==> src/rtl/tmc_pkg.sv <==
package tmc_pkg;

    localparam int unsigned THREADS = 2;

    typedef enum logic [1:0] {
        MODE_BOTH  = 2'b00,
        MODE_ONLY0 = 2'b01,
        MODE_ONLY1 = 2'b10,
        MODE_SLEEP = 2'b11
    } core_mode_e;

    typedef enum logic {
        FSM_SETTLED  = 1'b0,
        FSM_DRAINING = 1'b1
    } fsm_state_e;

endpackage

==> src/rtl/tmc_event_merge.sv <==
module tmc_event_merge #(
    parameter int unsigned N = 2
) (
    input  logic [N-1:0] base_i,
    input  logic [N-1:0] halt_i,
    input  logic [N-1:0] intr_i,
    output logic [N-1:0] next_o
);

    // A halt clears a running thread first, then an interrupt sets its thread.
    // A halt of a thread that is not running has nothing to clear.
    for (genvar g = 0; g < N; g++) begin : g_thr
        assign next_o[g] = (base_i[g] & ~halt_i[g]) | intr_i[g];
    end

endmodule

==> src/rtl/tmc_mode_decode.sv <==
module tmc_mode_decode
    import tmc_pkg::*;
(
    input  logic [THREADS-1:0] run_i,
    output core_mode_e         mode_o,
    output logic               recombine_o,
    output logic               low_power_o
);

    always_comb begin
        mode_o      = MODE_BOTH;
        recombine_o = 1'b0;
        low_power_o = 1'b0;
        unique case (run_i)
            2'b11: begin
                mode_o = MODE_BOTH;
            end
            2'b01: begin
                mode_o      = MODE_ONLY0;
                recombine_o = 1'b1;
            end
            2'b10: begin
                mode_o      = MODE_ONLY1;
                recombine_o = 1'b1;
            end
            2'b00: begin
                mode_o      = MODE_SLEEP;
                low_power_o = 1'b1;
            end
            default: begin
                mode_o = MODE_BOTH;
            end
        endcase
    end

endmodule

==> src/rtl/thread_mode_ctrl.sv <==
module thread_mode_ctrl
    import tmc_pkg::*;
(
    input  logic       clk,
    input  logic       rst_n,
    input  logic [1:0] halt_i,
    input  logic [1:0] intr_i,
    input  logic       drain_ack_i,
    output logic [1:0] mode_o,
    output logic [1:0] active_o,
    output logic       recombine_o,
    output logic       low_power_o,
    output logic       drain_req_o
);

    fsm_state_e         state_q, state_d;
    logic [THREADS-1:0] run_q, run_d;
    logic [THREADS-1:0] pend_q, pend_d;
    logic [THREADS-1:0] from_run, from_pend;
    core_mode_e         mode_w;
    logic               recomb_w, sleep_w;

    tmc_event_merge #(.N(THREADS)) u_merge_run (
        .base_i (run_q),
        .halt_i (halt_i),
        .intr_i (intr_i),
        .next_o (from_run)
    );

    tmc_event_merge #(.N(THREADS)) u_merge_pend (
        .base_i (pend_q),
        .halt_i (halt_i),
        .intr_i (intr_i),
        .next_o (from_pend)
    );

    tmc_mode_decode u_decode (
        .run_i       (run_q),
        .mode_o      (mode_w),
        .recombine_o (recomb_w),
        .low_power_o (sleep_w)
    );

    // Transition logic
    always_comb begin
        state_d = state_q;
        run_d   = run_q;
        pend_d  = pend_q;
        unique case (state_q)
            FSM_SETTLED: begin
                if (from_run != run_q) begin
                    state_d = FSM_DRAINING;
                    pend_d  = from_run;
                end
            end
            FSM_DRAINING: begin
                pend_d = from_pend;
                if (drain_ack_i) begin
                    run_d   = from_pend;
                    state_d = FSM_SETTLED;
                end
            end
            default: state_d = FSM_SETTLED;
        endcase
    end

    // State register
    always_ff @(posedge clk) begin
        if (!rst_n) begin
            state_q <= FSM_SETTLED;
            run_q   <= 2'b11;
            pend_q  <= 2'b11;
        end else begin
            state_q <= state_d;
            run_q   <= run_d;
            pend_q  <= pend_d;
        end
    end

    // Outputs
    always_comb begin
        mode_o      = mode_w;
        active_o    = run_q;
        recombine_o = recomb_w;
        low_power_o = sleep_w;
        drain_req_o = (state_q == FSM_DRAINING);
    end

    AST_CHANGE_AFTER_ACK: assert property (@(posedge clk) disable iff (!rst_n)
        !$stable(active_o) |-> $past(drain_req_o && drain_ack_i));
    AST_REQ_HELD: assert property (@(posedge clk) disable iff (!rst_n)
        (drain_req_o && !drain_ack_i) |=> (drain_req_o && $stable(mode_o)));
    AST_RECOMBINE_SINGLE: assert property (@(posedge clk) disable iff (!rst_n)
        recombine_o |-> ($countones(active_o) == 1));
    AST_SLEEP_IDLE: assert property (@(posedge clk) disable iff (!rst_n)
        low_power_o |-> (active_o == 2'b00 && !recombine_o));
    AST_IDLE_HALT_IGNORED: assert property (@(posedge clk) disable iff (!rst_n)
        (!drain_req_o && intr_i == 2'b00 && (halt_i & active_o) == 2'b00)
        |=> !drain_req_o);

endmodule

==> config.mk <==
export PLATFORM = sky130hd
export DESIGN_NAME = thread_mode_ctrl
export DESIGN_NICKNAME = d
export VERILOG_FILES = /design/src/rtl/tmc_pkg.sv /design/src/rtl/tmc_event_merge.sv /design/src/rtl/tmc_mode_decode.sv /design/src/rtl/thread_mode_ctrl.sv
export SDC_FILE = /design/constraint.sdc
export NUM_CORES = 1
export LEC_CHECK = 0
export BUFFER_PORTS_ARGS = -buffer_cell sky130_fd_sc_hd__buf_2
export CORE_AREA = 10 10 47 49
export CTS_CLUSTER_SIZE = 14
export DETAILED_ROUTE_END_ITERATION = 16
export DIE_AREA = 0 0 57 59
export PLACE_DENSITY = 0.5
export SLEW_MARGIN = 20
export SYNTH_ARGS = -nofsm -noshare
export SYNTH_HDL_FRONTEND = slang
export SYNTH_HIERARCHICAL = 1
export SYNTH_SLANG_ARGS = --single-unit
==> constraint.sdc <==
create_clock -name clk -period 1.3 [get_ports clk]
set_clock_uncertainty 0.2 [all_clocks]
set_input_delay 0.13 -clock clk [delete_from_list [all_inputs] [get_ports clk]]
set_output_delay 0.13 -clock clk [all_outputs]
set_load 0.03 [all_outputs]
==> run_results.csv <==
group,metric,value,unit
placement,gp_congestion,0.719,
detailed_routing,drt_first_pass_iters,4,
finish,drive_gt1_share,58.2,%
logic_synthesis,synth_fa_ha_area_share,14.5,%
finish,layout_commonest_cell,"buf_2",
floorplanning,ios,14,
logic_synthesis,synth.net_count,53,
logic_synthesis,netlist_area,345,sq um
timing,rsz0062_at_grt,"true",
timing,period_minus_slack,1.55,ns
cts,h-tree-depth,1,
worst_setup_path,crit_required,1.23,ns
timing,worstMarginPinSlew,0.307,ns
detailed_routing,routed_wl,946,um
cts,cts_tree,"yes",
worst_setup_path,timing.reg2reg.setup_slack,-0.25,ns
pwr,leakage,0.303,nW
timing,hold_violations,0,
finish,final_util,47.5,%
logic_synthesis,synth_simple_gate_area_share,18.1,%
worst_setup_path,crit_arrival,1.48,ns
cts,cts.sinks,5,
cts,clk_latency,0.24,ns
worst_setup_path,r2r-end,"pend_q[1]",
grt,grt_pass1_vias,360,
cts,cts_buffer_depth,2,
finish,stdcell_area,666,sq um
grt,grt_first_pass_wirelength,1.44,mm
worst_setup_path,critPathCaptureType,"register",
hold_path,min_path_cells,4,
timing,finalSetupTns,-1.24,ns
logic_synthesis,yosysWarnings,6,
worst_setup_path,critPathKind,"register to register",
finish,seqCellArea,111,sq um
floorplanning,die_area,0.00336,sq mm
floorplanning,core_area,0.00140,sq mm
detailed_routing,post_drt_via_cell_ratio,4.65,
finish,n_antenna_cell,0,
grt,grt_overflow,0,
cts,cts_buffers,3,
worst_setup_path,timing.rr.start,"active_o[1]",
worst_setup_path,reg2reg_depth,5,
pwr,finalPower,0.667,mW
flow_run,maxCapViolations,0,
logic_synthesis,ys_ff_latch,5,
hold_path,min_from,"intr_i[1]",
detailed_routing,wl_per_cell,11.4,um
grt,grt_max_degree,12,
detailed_routing,drt_first_iter_violations,6,
logic_synthesis,netlist_instances,42,
logic_synthesis,synth-compound-area-share,19.6,%
placement,dp_hpwl,644,um
finish,syn_to_final_growth,92.8,%
detailed_routing,antenna_left,0,
floorplanning,die_x,57,um
detailed_routing,vias,386,
timing,period_share,119,%
logic_synthesis,synth_seq_area_share,29.0,%
cts,clkTransAtPathRegs,0.05,ns
pwr,comb_power_share,41.0,%
pwr,intPower,0.425,mW
timing,max_freq,646,MHz
hold_path,min_to,"active_o[1]",
pwr,pwr-share-seq,31.3,%
placement,port_buffers,13,
grt,globalRouteTotalUtil,5.42,%
floorplanning,initial_core_util,24.6,%
worst_setup_path,crit_fanout,5,
logic_synthesis,synth_top_family_by_area,"compound AO/OA/AOI/OAI gates",
pwr,power.switching,0.241,mW
timing,setup_viol,7,
logic_synthesis,synthMuxAreaShare,5.80,%
timing,slew_violations,0,
logic_synthesis,avgSynthCellArea,8.22,sq um
pwr,swShare,36.2,%
timing,fin_ws,-0.249,ns
timing,slew_headroom,79.5,%
pwr,p_per_area,1000,mW/mm^2
floorplanning,rows,14,
run_status,status,"finished with violations",
finish,fin_nets,79,
detailed_routing,drc,0,
logic_synthesis,yosysUniqueCellTypes,16,
finish,fillers,156,
pwr,p_clk_share,27.7,%
placement,place_area,500,sq um
worst_setup_path,startpoint,"active_o[1]",
pwr,irDropWorstVdd,509,uV
floorplanning,die_y,59,um
worst_setup_path,crit_path_start_kind,"register",
finish,most-common-layout-cells,"buf_2 (8), buf_4 (6), buf_6 (5)",
cts,clock-root-buffer,"clkbuf_4",
finish,multiInputGateArea,312,sq um
logic_synthesis,synth_xor_area_share,5.07,%
timing,hold_ws,0.0435,ns
grt,antenna_found_initial,0,
run_status,violations,"setup timing",
hold_path,hold_path_class,"primary input to register",
what timing repair did:
action	in CTS	in global routing
pin swaps	4	5
endpoints found under the setup margin	7	7
hold buffers	2	0
buffers inserted	2	1
hold endpoints to repair	5	0
resized for setup	16	9
gates cloned	0	0
power by group through the flow:
| stage | combinational (mW) | sequential, mW | clock (mW) |
|---|---|---|---|
| final | 0.274 | 0.208 | 0.185 |
| after global routing | 0.296 | 0.212 | 0.211 |
| after CTS | 0.247 | 0.203 | 0.194 |
| after detailed placement | 0.214 | 0.203 | 0 |
| after global placement | 0.216 | 0.204 | 0 |
| after floorplan | 0.143 | 0.214 | 0 |
cell families (layout without fill, tap and decap cells):
family,Yosys count,count (layout)
mux,2,2
simple gates,13,13
flops,5,5
xor+xnor,2,2
fa+ha+maj,4,4
compound gates,9,9
buf+inv,7,32
synth_stat cells:
cell type,instances,area [sq um]
a21o_1,4,30.0
buf_2,1,5.00
dfxtp_1,5,100
ha_1,4,50.1
inv_1,6,22.5
mux2i_1,2,20.0
nand2_1,4,15.0
nand3_1,4,20.0
nor2_1,1,3.75
nor3_1,1,5.00
nor4_1,2,12.5
o21ai_1,2,10.0
o21ba_2,1,10.0
o31a_1,2,17.5
or2_1,1,6.26
xor2_1,2,17.5
worst max path at each step:
stage,end,slack (ns)
final,pend_q[1],-0.25
after CTS,mode_o[0],-0.25
after global placement,pend_q[0],-0.10
after global routing,pend_q[0],-0.30
after detailed placement,pend_q[0],-0.09
after floorplan,pend_q[0],-0.08
sequential cells by signal, summed over array words and instances, names as in the netlist:
register,cells
active_o,2
drain_req_o,1
pend_q,2
routing by layer:
metal / wire length [um] / up-vias / global-route usage, %
li1: - / 193 / -
met1: 356 / 182 / 4.92
met2: 521 / 11 / 8.53
met3: 68 / 0 / 3.00
met4: 0 / 0 / 5.03
met5: 0 / - / 0
cell type report:
class	count	share of cell area, %
inverter	6	4.14
sequential	5	16.7
clock buffer	4	3.95
timing repair buffer	22	25.4
multi-input combinational	30	46.8
tap	16	3.01
worst max-delay path: stages (launching register included):
cell     delay, ns
dfxtp_4       0.37
buf_4         0.14
a21o_4        0.23
xor2_4        0.17
nor4_1        0.23
o21ai_1       0.10
metrics by stage:
stage	setup slack, ns	cells
after floorplan	-0.0821	42
after global placement	-0.101	75
after detailed placement	-0.0887	75
after CTS	-0.246	82
after global routing	-0.298	83
final	-0.249	83
(Power assumes the default switching activity.)
